<file path="src/rtl/dl_lapd_pkg.sv">
package dl_lapd_pkg;
  localparam int FCS_BYTES = 2;
  localparam logic [15:0] CRC_PRESET  = 16'hFFFF;
  localparam logic [15:0] CRC_POLY_LE = 16'h8408;
  localparam logic [15:0] CRC_RESIDUE = 16'hF0B8;

  typedef enum logic {ST_HUNT, ST_FRAME} rx_state_e;

  typedef struct packed {
    logic flag;
    logic abort;
    logic commit;
    logic cbit;
  } bit_evt_t;
endpackage

</file>
<file path="src/rtl/dl_lapd_bitproc.sv">
module dl_lapd_bitproc
  import dl_lapd_pkg::*;
#(
  parameter int RUN_FLAG = 6
) (
  input  logic     clk,
  input  logic     rst_n,
  input  logic     in_bit,
  input  logic     in_valid,
  input  logic     hunting,
  output bit_evt_t evt
);
  localparam int HOLD = RUN_FLAG + 1;
  localparam int RW   = $clog2(RUN_FLAG + 2);
  localparam int HW   = $clog2(HOLD + 1);

  logic [RW-1:0]   ones;
  logic [HOLD-1:0] hold;
  logic [HW-1:0]   fill;
  logic is_flag, is_abort, is_stuff, push;

  always_comb begin
    is_flag    = in_valid && !in_bit && (ones == RW'(RUN_FLAG));
    is_abort   = in_valid && in_bit && (ones >= RW'(RUN_FLAG));
    is_stuff   = in_valid && !in_bit && (ones == RW'(RUN_FLAG - 1));
    push       = in_valid && !hunting && !is_flag && !is_abort && !is_stuff;
    evt.flag   = is_flag;
    evt.abort  = is_abort;
    evt.commit = push && (fill == HW'(HOLD));
    evt.cbit   = hold[HOLD-1];
  end

  always_ff @(posedge clk) begin
    if (!rst_n) begin
      ones <= '0;
    end else if (in_valid) begin
      if (!in_bit)                      ones <= '0;
      else if (ones != RW'(RUN_FLAG+1)) ones <= ones + 1'b1;
    end
  end

  always_ff @(posedge clk) begin
    if (!rst_n) begin
      hold <= '0;
      fill <= '0;
    end else if (is_flag || is_abort) begin
      fill <= '0;
    end else if (push) begin
      hold <= {hold[HOLD-2:0], in_bit};
      if (fill != HW'(HOLD)) fill <= fill + 1'b1;
    end
  end
endmodule

</file>
<file path="src/rtl/dl_lapd_crc.sv">
module dl_lapd_crc
  import dl_lapd_pkg::*;
(
  input  logic        clk,
  input  logic        rst_n,
  input  logic        clr,
  input  logic        en,
  input  logic        din,
  output logic [15:0] crc_q
);
  always_ff @(posedge clk) begin
    if (!rst_n || clr) crc_q <= CRC_PRESET;
    else if (en)       crc_q <= (crc_q >> 1) ^ ((crc_q[0] ^ din) ? CRC_POLY_LE : 16'h0000);
  end
endmodule

</file>
<file path="src/rtl/dl_lapd_buf.sv">
module dl_lapd_buf #(
  parameter  int DEPTH = 90,
  localparam int AW    = $clog2(DEPTH)
) (
  input  logic          clk,
  input  logic          rst_n,
  input  logic          wr_en,
  input  logic [AW-1:0] wr_addr,
  input  logic [7:0]    wr_data,
  input  logic          rd_adv,
  input  logic          rd_rst,
  output logic [7:0]    rd_data
);
  logic [7:0]    mem [DEPTH];
  logic [AW-1:0] rd_ptr;

  always_ff @(posedge clk) begin
    if (wr_en) mem[wr_addr] <= wr_data;
  end

  always_ff @(posedge clk) begin
    if (!rst_n || rd_rst)                     rd_ptr <= '0;
    else if (rd_adv && rd_ptr != AW'(DEPTH-1)) rd_ptr <= rd_ptr + 1'b1;
  end

  assign rd_data = mem[rd_ptr];
endmodule

</file>
<file path="src/rtl/dl_lapd_rx.sv">
module dl_lapd_rx
  import dl_lapd_pkg::*;
#(
  parameter  int BUF_DEPTH = 90,
  parameter  int MAX_MSG   = 82,
  parameter  int MIN_MSG   = 4,
  localparam int CNT_W     = $clog2(MAX_MSG + FCS_BYTES + 2)
) (
  input  logic             clk,
  input  logic             rst_n,
  input  logic             dl_bit,
  input  logic             dl_valid,
  input  logic             host_rd,
  input  logic             host_clr,
  output logic [7:0]       host_data,
  output logic             msg_ready,
  output logic [CNT_W-1:0] msg_len,
  output logic             fcs_err,
  output logic             overrun,
  output logic             lost,
  output logic             irq
);
  localparam int AW = $clog2(BUF_DEPTH);

  rx_state_e        st;
  bit_evt_t         ev;
  logic [7:0]       sr;
  logic [2:0]       nbit;
  logic [CNT_W-1:0] nbyte;
  logic             wr_ok;
  logic [15:0]      crc;
  logic [7:0]       byte_val;
  logic byte_done, too_long, close, sized_ok, good, fcs_bad;
  logic set_ready, set_lost, ready_nx;

  dl_lapd_bitproc #(.RUN_FLAG(6)) u_bits (
    .clk(clk), .rst_n(rst_n), .in_bit(dl_bit), .in_valid(dl_valid),
    .hunting(st == ST_HUNT), .evt(ev)
  );

  dl_lapd_crc u_crc (
    .clk(clk), .rst_n(rst_n), .clr(ev.flag), .en(ev.commit),
    .din(ev.cbit), .crc_q(crc)
  );

  dl_lapd_buf #(.DEPTH(BUF_DEPTH)) u_buf (
    .clk(clk), .rst_n(rst_n), .wr_en(byte_done && wr_ok),
    .wr_addr(AW'(nbyte)), .wr_data(byte_val),
    .rd_adv(host_rd), .rd_rst(host_clr), .rd_data(host_data)
  );

  always_comb begin
    byte_val  = {ev.cbit, sr[7:1]};
    byte_done = ev.commit && (nbit == 3'd7);
    too_long  = byte_done && (nbyte == CNT_W'(MAX_MSG + FCS_BYTES));
    close     = ev.flag && (st == ST_FRAME);
    sized_ok  = (nbit == 3'd0) && (nbyte >= CNT_W'(MIN_MSG + FCS_BYTES));
    good      = close && sized_ok && (crc == CRC_RESIDUE);
    fcs_bad   = close && sized_ok && (crc != CRC_RESIDUE);
    set_ready = good && wr_ok;
    set_lost  = good && !wr_ok;
    ready_nx  = (msg_ready && !host_clr) || set_ready;
  end

  always_ff @(posedge clk) begin
    if (!rst_n) begin
      st    <= ST_HUNT;
      sr    <= '0;
      nbit  <= '0;
      nbyte <= '0;
      wr_ok <= 1'b0;
    end else if (ev.flag) begin
      st    <= ST_FRAME;
      nbit  <= '0;
      nbyte <= '0;
      wr_ok <= !ready_nx;
    end else if (ev.abort || too_long) begin
      st <= ST_HUNT;
    end else if (ev.commit) begin
      sr   <= byte_val;
      nbit <= nbit + 1'b1;
      if (byte_done) nbyte <= nbyte + 1'b1;
    end
  end

  always_ff @(posedge clk) begin
    if (!rst_n) begin
      msg_ready <= 1'b0;
      msg_len   <= '0;
      fcs_err   <= 1'b0;
      overrun   <= 1'b0;
      lost      <= 1'b0;
    end else begin
      msg_ready <= ready_nx;
      if (set_ready) msg_len <= nbyte - CNT_W'(FCS_BYTES);
      fcs_err <= (fcs_err && !host_clr) || fcs_bad;
      overrun <= (overrun && !host_clr) || too_long;
      lost    <= (lost && !host_clr) || set_lost;
    end
  end

  assign irq = msg_ready;
endmodule

</file>
<file path="config.mk">
export PLATFORM = sky130hd
export DESIGN_NAME = dl_lapd_rx
export DESIGN_NICKNAME = d
export VERILOG_FILES = /design/src/rtl/dl_lapd_pkg.sv /design/src/rtl/dl_lapd_bitproc.sv /design/src/rtl/dl_lapd_crc.sv /design/src/rtl/dl_lapd_buf.sv /design/src/rtl/dl_lapd_rx.sv
export SDC_FILE = /design/constraint.sdc
export NUM_CORES = 1
export LEC_CHECK = 0
export ABC_AREA = 1
export BUFFER_PORTS_ARGS = -buffer_cell sky130_fd_sc_hd__buf_2
export CAP_MARGIN = 40
export CORE_MARGIN = 8
export CORE_UTILIZATION = 65
export CTS_CLUSTER_DIAMETER = 50
export DETAILED_ROUTE_END_ITERATION = 10
export HOLD_SLACK_MARGIN = 0.02
export PLACE_DENSITY = 0.78
export SLEW_MARGIN = 20
export SYNTH_ARGS = -nofsm -noshare
export SYNTH_HDL_FRONTEND = slang
export SYNTH_SLANG_ARGS = --single-unit
export TNS_END_PERCENT = 100
</file>
<file path="constraint.sdc">
create_clock -name clk -period 7.1 [get_ports clk]
set_input_delay 0.355 -clock clk [delete_from_list [all_inputs] [get_ports clk]]
set_output_delay 0.355 -clock clk [all_outputs]
set_load 0.005 [all_outputs]
</file>
# --- After elaboration in Yosys (flattened, before gate mapping) ---
# Memories as Yosys holds them, arrays and structs flattened. A register that Yosys moved wholly into a read port is not among the register bits.
# Cells that the tools add are included.
op_classes:
  addsub: 6
  order_cmp: 2
  n_eq_ne: 11
  muxes: 9
  bitwise_logic: 6
  n_reduce_logical: 51
ops:
  columns: ["cell", "n"]
  rows:
  - ["$logic_and 1x1->1", 25]
  - ["$eq 16x16->1 const B", 1]
  - ["$mux 16", 1]
  - ["$ne 16x16->1 const B", 1]
  - ["$xor 15x16->16", 1]
  - ["$add 7x1->7 const B", 2]
  - ["$mux 7", 2]
  - ["$eq 3x3->1 const B", 4]
  - ["$add 3x1->3 const B", 3]
  - ["$logic_not 1->1", 8]
  - ["$logic_or 1x1->1", 8]
  - ["$reduce_and 2->1", 4]
  - ["$eq 7x7->1 const B", 1]
  - ["$ge 7x3->1 const B", 1]
  - ["$ne 7x7->1 const B", 1]
  - ["$sub 7x2->7 const B", 1]
  - ["$mux 3", 2]
  - ["$ne 3x3->1 const B", 2]
  - ["$reduce_and 3->1", 2]
  - ["$mux 1", 4]
  - ["$not 1->1", 4]
  - ["$reduce_or 2->1", 2]
  - ["$ge 3x3->1 const B", 1]
  - ["$logic_not 3->1", 1]
  - ["other kinds (3)", 3]
totals:
  register_bits: 67
  ramBits: 720
  out_inout_bits: 20
  memories: 1
memory_table:
  columns: ["name", "words", "width", "rd", "rd_ports_with_merged_regs", "write_ports", "line_no", "rtl"]
  rows:
  - ["u_buf.mem", 90, 8, 1, 1, 1, "dl_lapd_buf.sv:14", "logic [7:0] mem [DEPTH];"]

# --- Depth between registers and ports, before layout ---
# Gate-level depths: netlist of the first run.
depth:
  depth_word: 13
  ltp_mapped: 14
  depth_no_buf: 11

# --- Cells and area by module ---
# Synthesis of the first run repeated with hierarchy kept, for this count alone.
hier_totals:
  cells_unflattened: 2994
  hier_area_um2: 33042.9
modules_own_cells:
  columns: ["mod", "n_inst", "cells_each", "area_per_inst_um2", "seq_area_each_um2"]
  rows:
  - ["dl_lapd_buf", 1, 2556, 29985.0, 21901.0]
  - ["dl_lapd_rx", 1, 267, 1729.2, 600.6]
  - ["dl_lapd_bitproc", 1, 90, 689.4, 260.2]
  - ["dl_lapd_crc", 1, 81, 639.4, 320.3]

# --- Worst setup path after synthesis of the first run ---
# Ideal clock, no wire load.
synth_timing:
  path_kind: "register -> register"
  start: "reg u_bits.ones[0]"
  end: "mem u_buf.mem[88][0], enable pin"
  setup_ns: 0.370
  arrival_ns: 2.029
  required_time_ns: 6.730
  path_slack_ns: 4.701
  path_stages_with_launch: 13
  n_path_buf: 1
  synth_period_minus_slack_ns: 2.399
  cell_sequence: "dfxtp_1 inv_1 ha_1 nand2_1 nor3_2 nor2_1 nand3_4 nor2_8 nand2_2 nor2_4 nand2_1 buf_2 nor2_1"
synth_via:
  elab_chain_len: 11
  word_cells_on_any_way: 17
  cone_classes: "1 x order compare; 2 x eq/ne; 2 x mux; 12 x reduce/logical"
synth_rtl:
  columns: ["item", "line_no", "rtl"]
  rows:
  - ["start, declared", "dl_lapd_bitproc.sv:17", "logic [RW-1:0] ones;"]
  - ["start signal, assigned", "dl_lapd_bitproc.sv:38", "else if (ones != RW'(RUN_FLAG+1)) ones <= ones + 1'b1;"]
  - ["branches (longest 5 deep; another with $ge 3x3->1)", null, null]
  - ["$logic_and 1x1->1 *", "dl_lapd_bitproc.sv:26", "push = in_valid && !hunting && !is_flag && !is_abort && !is_stuff;"]
  - ["$logic_and 1x1->1 *", "dl_lapd_bitproc.sv:29", "evt.commit = push && (fill == HW'(HOLD));"]
  - ["$logic_and 1x1->1 *", "dl_lapd_rx.sv:54", "byte_done = ev.commit && (nbit == 3'd7);"]
  - ["$logic_and 1x1->1 *", "dl_lapd_rx.sv:47", ".clk(clk), .rst_n(rst_n), .wr_en(byte_done && wr_ok),"]
  - ["$mux 1 *", "dl_lapd_buf.sv:18", "if (wr_en) mem[wr_addr] <= wr_data;"]
  - ["$mux 1 (implied by the code) *", "dl_lapd_buf.sv:18", null]
  - ["end, declared", "dl_lapd_buf.sv:14", null]
# Mark *: on every way between the ends.

==> results of run 1 <==
## routing by layer
layer  vias up  global-route usage, %
li1      10000                      -
met4         0                   11.9
met3       213                   4.73
met5         -                      0
met2      1416                   43.4
met1     10700                   37.6
## power by group through the flow
stage | registers (mW) | clock network (mW) | logic [mW]
floorplan | 5.12 | 0 | 0.193
global placement | 5.12 | 0 | 0.250
detailed placement | 5.12 | 0 | 0.263
CTS | 5.02 | 3.98 | 0.267
global route | 5.02 | 4.14 | 0.303
finish | 5.02 | 3.95 | 0.276
## cells in the mapped netlist, drive strengths merged
master | number | share of area [%]
nor2 | 251 | 3.0
o211ai | 4 | 0.093
xor2 | 9 | 0.24
nand2 | 828 | 9.6
o21bai | 1 | 0.023
a21oi | 39 | 0.60
nand4 | 12 | 0.23
dfxtp | 73 | 4.5
inv | 61 | 0.71
a211oi | 2 | 0.062
nand3 | 479 | 7.5
o21ai | 141 | 2.2
a32o | 2 | 0.062
o22ai | 48 | 0.93
edfxtp | 720 | 67
clkbuf | 66 | 0.78
and3 | 1 | 0.019
o311ai | 2 | 0.054
nor3 | 5 | 0.093
xnor2 | 2 | 0.054
buf | 109 | 1.6
clkinv | 1 | 0.012
ha | 19 | 0.73
## registers in the layout, indices dropped and copies added, names as in the netlist, 3 cells and up, named ones only
register,count
u_buf.mem,720
sr,7
msg_len,7
u_buf.rd_ptr,7
nbit,3
u_bits.hold,7
nbyte,7
u_crc.crc_q,16
u_bits.ones,3
u_bits.fill,3
## worst register-to-register path, stage by stage (launching register included)
cell and delay, ns:
dfxtp_1 0.41, inv_1 0.07, ha_1 0.20, nand2_1 0.08
nor3_2 0.06, nor2_1 0.23, nand3_4 0.28, nor2_8 0.22
nand2_2 0.10, inv_2 0.10, nand3_2 0.55, nor2_1 0.87
## stage by stage
stage / std cells / hold slack [ns] / util (%) / cell area (µm²) / setup WS, ns
after floorplan: 2875 / 0.433 / - / 32300 / 4.70
after global placement: 3406 / 0.432 / 66.7 / 32700 / 2.94
after detailed placement: 3425 / 0.445 / 67.5 / 33100 / 3.28
after CTS: 3570 / 0.0206 / 72.5 / 35500 / 2.55
after global routing: 3584 / 0.0441 / 72.8 / 35700 / 2.61
final: 3584 / 0.0579 / 72.8 / 35700 / 2.76
## cell type report
class                      instances  area, µm²
sequential                       793      23100
fill                            3163      13300
multi-input combinational       1845       8250
clock buffer                      99       2070
tap                              664        831
timing repair buffer              76        818
clock inverter                    45        367
inverter                          62        243
## cell families after synthesis
| logic type | count (synthesis) | synth area share, % |
|---|---|---|
| AND/OR/NAND/NOR | 1576 | 20.5 |
| adder cells (fa/ha/maj) | 19 | 0.735 |
| flip-flops | 793 | 71.4 |
| XOR/XNOR | 11 | 0.298 |
| buffers and inverters | 237 | 3.13 |
| AO/OA/AOI/OAI | 239 | 4.01 |
## worst max path at each step
stage                              start  slack [ns]          endpoint  cells past startpoint
after floorplan           u_bits.ones[0]        4.70  u_buf.mem[88][0]                     12
final                          flip-flop        2.76      host_data[3]                     14
after detailed placement       flip-flop        3.28      host_data[5]                     13
after global placement         flip-flop        2.94      host_data[6]                     13
after global routing           flip-flop        2.61      host_data[6]                     14
after CTS                      flip-flop        2.55      host_data[3]                     13
## timing repair
action	in CTS	in global routing
endpoints found under the hold margin	1	0
buffers inserted	0	0
resized for setup	0	0
hold buffers	1	0
==> flow_metrics.py, run 1 <==
metrics = {
    "run_status": {
        "outcome": "finished, final reports clean",
    },
    "critical_path": {
        "crit_path_end_kind": "output pin",
        "cp_cell_sequence": "buf_4 -> buf_4 -> buf_16 -> nand2_1 -> nand3_1 -> nand3_1 -> nand2_1 -> nand2_1 -> nand3_1 -> nand3_1 -> nand2_1 -> nand2_1 -> nand2_1 -> buf_2",
        "cp_top_family": "buffers and inverters",
        "critPathMostFrequentCell": "nand2_1",
        "slowest_stage": "dfxtp_4",
        "reg2reg_slack_ns": 3.56,
        "path_buf_inv": 4,
        "cp-start-kind": "flip-flop",
        "crit_arrival_ns": 3.98,
        "crit_fanout": 78,
        "r2r-start": "u_bits.ones[0]",
        "r2r_end": "u_buf.mem[73][1]",
        "setup.worst_path.class": "flip-flop to output pin",
        "reg2reg_depth": 11,
        "slowest_delay_ns": 0.85,
        "cp_data_required_time_ns": 6.74,
    },
    "clocking": {
        "cts_tree": "done",
        "cts_buffers": 79,
        "cts-htree-levels": 3,
        "clk_path_buf_depth": 3,
        "clk_latency_ns": 0.63,
        "root_buffer": "clkbuf_16",
        "clock-sinks": 793,
        "clk_pin_slew_ns": 0.06,
    },
    "power": {
        "power_mw": 9.24,
        "p_switching_mw": 1.92,
        "p_leak_nw": 13.1,
        "seq_power_share_pct": 54.3,
        "powerDensity_mw_per_mm2": 259,
        "peakVddDrop_uv": 255,
        "sw_frac_of_total_pct": 20.8,
        "p_clk_share_pct": 42.7,
        "p_int_mw": 7.32,
        "comb_power_share_pct": 3.0,
    },
    "timing": {
        "worst_pin_slew_ns": 0.886,
        "fin_skew_ns": 0.0155,
        "setup_tns_ns": 0,
        "relSlewSlack_pct": 41.0,
        "hold_viol": 0,
        "max_freq_mhz": 231,
        "drv_slew": 0,
        "finalCritPeriodShare_pct": 61.1,
        "setup_viol": 0,
        "fin_crit_ns": 4.34,
        "rsz0062_at_grt": "false",
    },
    "routing": {
        "drtAntennaViolNets": 0,
        "met2_length_mm": 37.2,
        "via_per_inst": 6.23,
        "wl_per_cell_um": 22.1,
        "dr.pass1.iters": 9,
        "dr_wl_met3_mm": 8.54,
        "dr.first_iter.drc_count": 2859,
        "wl_met1_mm": 30.3,
        "wl_mm": 79.2,
        "vias": 22300,
        "remaining_drc_errors": 0,
        "top_layer_used": "met4",
    },
    "yosys": {
        "ys_warn_count": 0,
        "yosysSeqAreaShare_pct": 71.4,
        "netlist_area_mm2": 0.0323,
        "synthCells": 2875,
        "yosysUniqueCellTypes": 36,
        "syn_area_per_cell_um2": 11.3,
        "postSynthNetCount": 2900,
        "ys_seq_elements": 793,
    },
    "cells_and_area": {
        "layout-drive-gt1-share_pct": 7.12,
        "antennaDiodeCount": 0,
        "areaGrowthSynthToFinish_pct": 10.4,
        "final_common_cell": "nand2_1",
        "final_cell_mix": "nand2_1 (826), edfxtp_1 (720), nand3_1 (476)",
        "fin_nets": 2882,
    },
    "global_routing": {
        "grt_use_total_pct": 27.5,
        "overflow": 0,
        "grt_pass1_wl_mm": 121,
        "grt_pass1_vias": 21300,
        "antenna_found_initial": 0,
        "grt_max_degree": 124,
    },
    "floorplan": {
        "die_area_mm2": 0.0572,
        "start_util_pct": 65.9,
        "core_mm2": 0.0491,
        "ioPinCount": 26,
        "rows": 81,
        "die_h_um": 239,
        "die_w_um": 239,
    },
    "run": {
        "maxCapViolCount": 0,
    },
    "min_path": {
        "hold-path-cell-count": 3,
        "hp-start": "dl_bit",
        "min_path_type": "input port to flip-flop",
        "min_to": "u_bits.hold[0]",
    },
    "placement": {
        "gp_congestion": 0.891,
        "io_buffers": 25,
        "hpwl_mm": 46.4,
    },
}
No activity file was read; power rests on OpenSTA's default activity.
==> inputs of run 2 (changes only) <==
--- a/config.mk
+++ b/config.mk
@@ -9,11 +9,11 @@
 export BUFFER_PORTS_ARGS = -buffer_cell sky130_fd_sc_hd__buf_2
 export CAP_MARGIN = 40
 export CORE_MARGIN = 8
-export CORE_UTILIZATION = 65
+export CORE_UTILIZATION = 57
 export CTS_CLUSTER_DIAMETER = 50
 export DETAILED_ROUTE_END_ITERATION = 10
 export HOLD_SLACK_MARGIN = 0.02
-export PLACE_DENSITY = 0.78
+export PLACE_DENSITY = 0.73
 export SLEW_MARGIN = 20
 export SYNTH_ARGS = -nofsm -noshare
 export SYNTH_HDL_FRONTEND = slang
==> constraint.sdc (replaced) <==
create_clock -name clk -period 3.5 [get_ports clk]
set_input_delay 0.175 -clock clk [delete_from_list [all_inputs] [get_ports clk]]
set_output_delay 0.175 -clock clk [all_outputs]
set_load 0.005 [all_outputs]
==> run 2 against run 1 <==
Against the previous run: sequential share of layout area down 1.1 points; clock skew grew 0.011 ns; non-clock buffer count up 48; clock-buffer cell count rose by 5; cell count is 3.9% higher; core utilization fell by 8.3 points; register-to-register slack worse by 3.2 ns; sequential power is 100% higher; sequential cell count did not move; largest cell class unchanged; largest power group unchanged.
==> flow_metrics.py, run 2 (synthesis results as in run 1) <==
metrics = {
    "run_status": {
        "outcome": "finished, final reports clean",
    },
    "critical_path": {
        "crit_fanout": 203,
        "setup.worst_path.class": "flip-flop to output pin",
        "crit_path_end_kind": "output pin",
        "cp_data_required_time_ns": 3.32,
        "cp-start-kind": "flip-flop",
        "slowest_stage": "buf_12",
        "cp_cell_sequence": "buf_12 -> nand2_1 -> nand3_1 -> nand3_1 -> nand2_1 -> nand2_1 -> nand3_1 -> nand3_1 -> nand2_1 -> nand2_1 -> nand2_1 -> buf_2",
        "crit_arrival_ns": 3.15,
        "critPathMostFrequentCell": "nand2_1",
        "slowest_delay_ns": 0.57,
    },
    "placement": {
        "gp_congestion": 0.886,
        "hpwl_mm": 48.7,
        "io_buffers": 25,
    },
    "timing": {
        "relSlewSlack_pct": 41.2,
        "setup_tns_ns": 0,
        "setup_viol": 0,
        "fin_crit_ns": 3.32,
        "fin_skew_ns": 0.0261,
        "worst_pin_slew_ns": 0.882,
        "drv_slew": 0,
        "hold_viol": 0,
        "finalCritPeriodShare_pct": 95.0,
        "max_freq_mhz": 301,
        "rsz0062_at_grt": "false",
    },
    "power": {
        "sw_frac_of_total_pct": 20.5,
        "seq_power_share_pct": 53.0,
        "powerDensity_mw_per_mm2": 529,
        "comb_power_share_pct": 2.9,
        "p_switching_mw": 3.95,
        "p_leak_nw": 13.4,
        "peakVddDrop_uv": 379,
        "p_int_mw": 15.3,
        "power_mw": 19.2,
        "p_clk_share_pct": 44.1,
    },
    "routing": {
        "dr.first_iter.drc_count": 2838,
        "wl_mm": 82.1,
        "drtAntennaViolNets": 0,
        "via_per_inst": 5.96,
        "vias": 22200,
        "remaining_drc_errors": 0,
        "dr.pass1.iters": 6,
        "wl_per_cell_um": 22.1,
    },
    "floorplan": {
        "core_mm2": 0.0563,
        "die_area_mm2": 0.0646,
        "rows": 87,
        "start_util_pct": 57.5,
        "die_w_um": 254,
        "ioPinCount": 26,
        "die_h_um": 254,
    },
    "clocking": {
        "cts_tree": "done",
        "root_buffer": "clkbuf_16",
        "post_cts_buffers": 0,
        "clk_pin_slew_ns": 0.06,
        "cts_resized": 0,
        "cts-htree-levels": 3,
        "cts_buffers": 82,
        "postCtsHoldBufs": 6,
        "clk_path_buf_depth": 3,
        "clk_latency_ns": 0.62,
        "clock-sinks": 793,
    },
    "cells_and_area": {
        "final_common_cell": "nand2_1",
        "registers.top_by_ff_count": "u_buf.mem",
        "fin_util_pct": 64.5,
        "antennaDiodeCount": 0,
        "fin_nets": 2933,
        "areaGrowthSynthToFinish_pct": 12.3,
        "layout-drive-gt1-share_pct": 8.99,
        "largest_reg_flops": 720,
        "final_cell_mix": "nand2_1 (826), edfxtp_1 (720), nand3_1 (476)",
        "reg_top3": "u_buf.mem (720), u_crc.crc_q (16)",
    },
    "global_routing": {
        "grt_pass1_vias": 21500,
        "grt_pass1_wl_mm": 125,
        "grt_use_total_pct": 25.3,
        "antenna_found_initial": 0,
        "grt_max_degree": 204,
        "overflow": 0,
    },
    "run": {
        "maxCapViolCount": 0,
    },
    "min_path": {
        "min_path_type": "input port to flip-flop",
    },
}
## run 2: layout make-up
type / count / area [µm²]
clock inverters: 41 / 358
fillers: 4171 / 20000
multi-input cells: 1845 / 8250
well taps: 756 / 946
inverters: 62 / 243
repair buffers: 124 / 1130
clock buffers: 104 / 2260
flip-flops and latches: 793 / 23100
## run 2: power groups by stage
stage               sequential [mW]  combinational [mW]  clock, mW
finish                         10.2               0.554       8.48
global route                   10.2               0.612       8.94
CTS                            10.2               0.547       8.57
detailed placement             10.4               0.538          0
global placement               10.4               0.530          0
floorplan                      10.4               0.392          0
## run 2: final timing paths
kind | depth (start not counted) | endpoint | slack [ns] | from
worst min register to register | 2 | msg_len[5] | 0.44 | msg_len[5]
worst min-delay path | 5 | irq | 0.40 | host_clr
worst max-delay path | 12 | host_data[7] | 0.18 | flip-flop
worst max register to register | 12 | u_buf.mem[81][1] | 0.32 | u_bits.ones[0]
## run 2: metal layers
layer	vias up	track usage, %	share of wire, %
met2	1230	40.5	48
met4	0	9.28	3.4
met5	-	0	0
li1	10100	-	-
met3	179	3.99	9.3
met1	10700	35.2	40
## run 2: critical path: cells and delay by family (launching register included)
kind	cells	cell delay (ns)
AND/OR/NAND/NOR	10	1.18
buffers and inverters	2	0.71
flip-flops	1	0.43
## run 2: through the flow
stage               cell area, µm²  hold WS, ns  setup slack (ns)  std cells
finish                       36300        0.404             0.176       3725
global placement             33600        0.433             0.479       3571
CTS                          36300        0.345             0.244       3724
detailed placement           33600        0.437             0.397       3573
floorplan                    32300        0.304              1.10       2875
global route                 36300        0.413            0.0633       3725
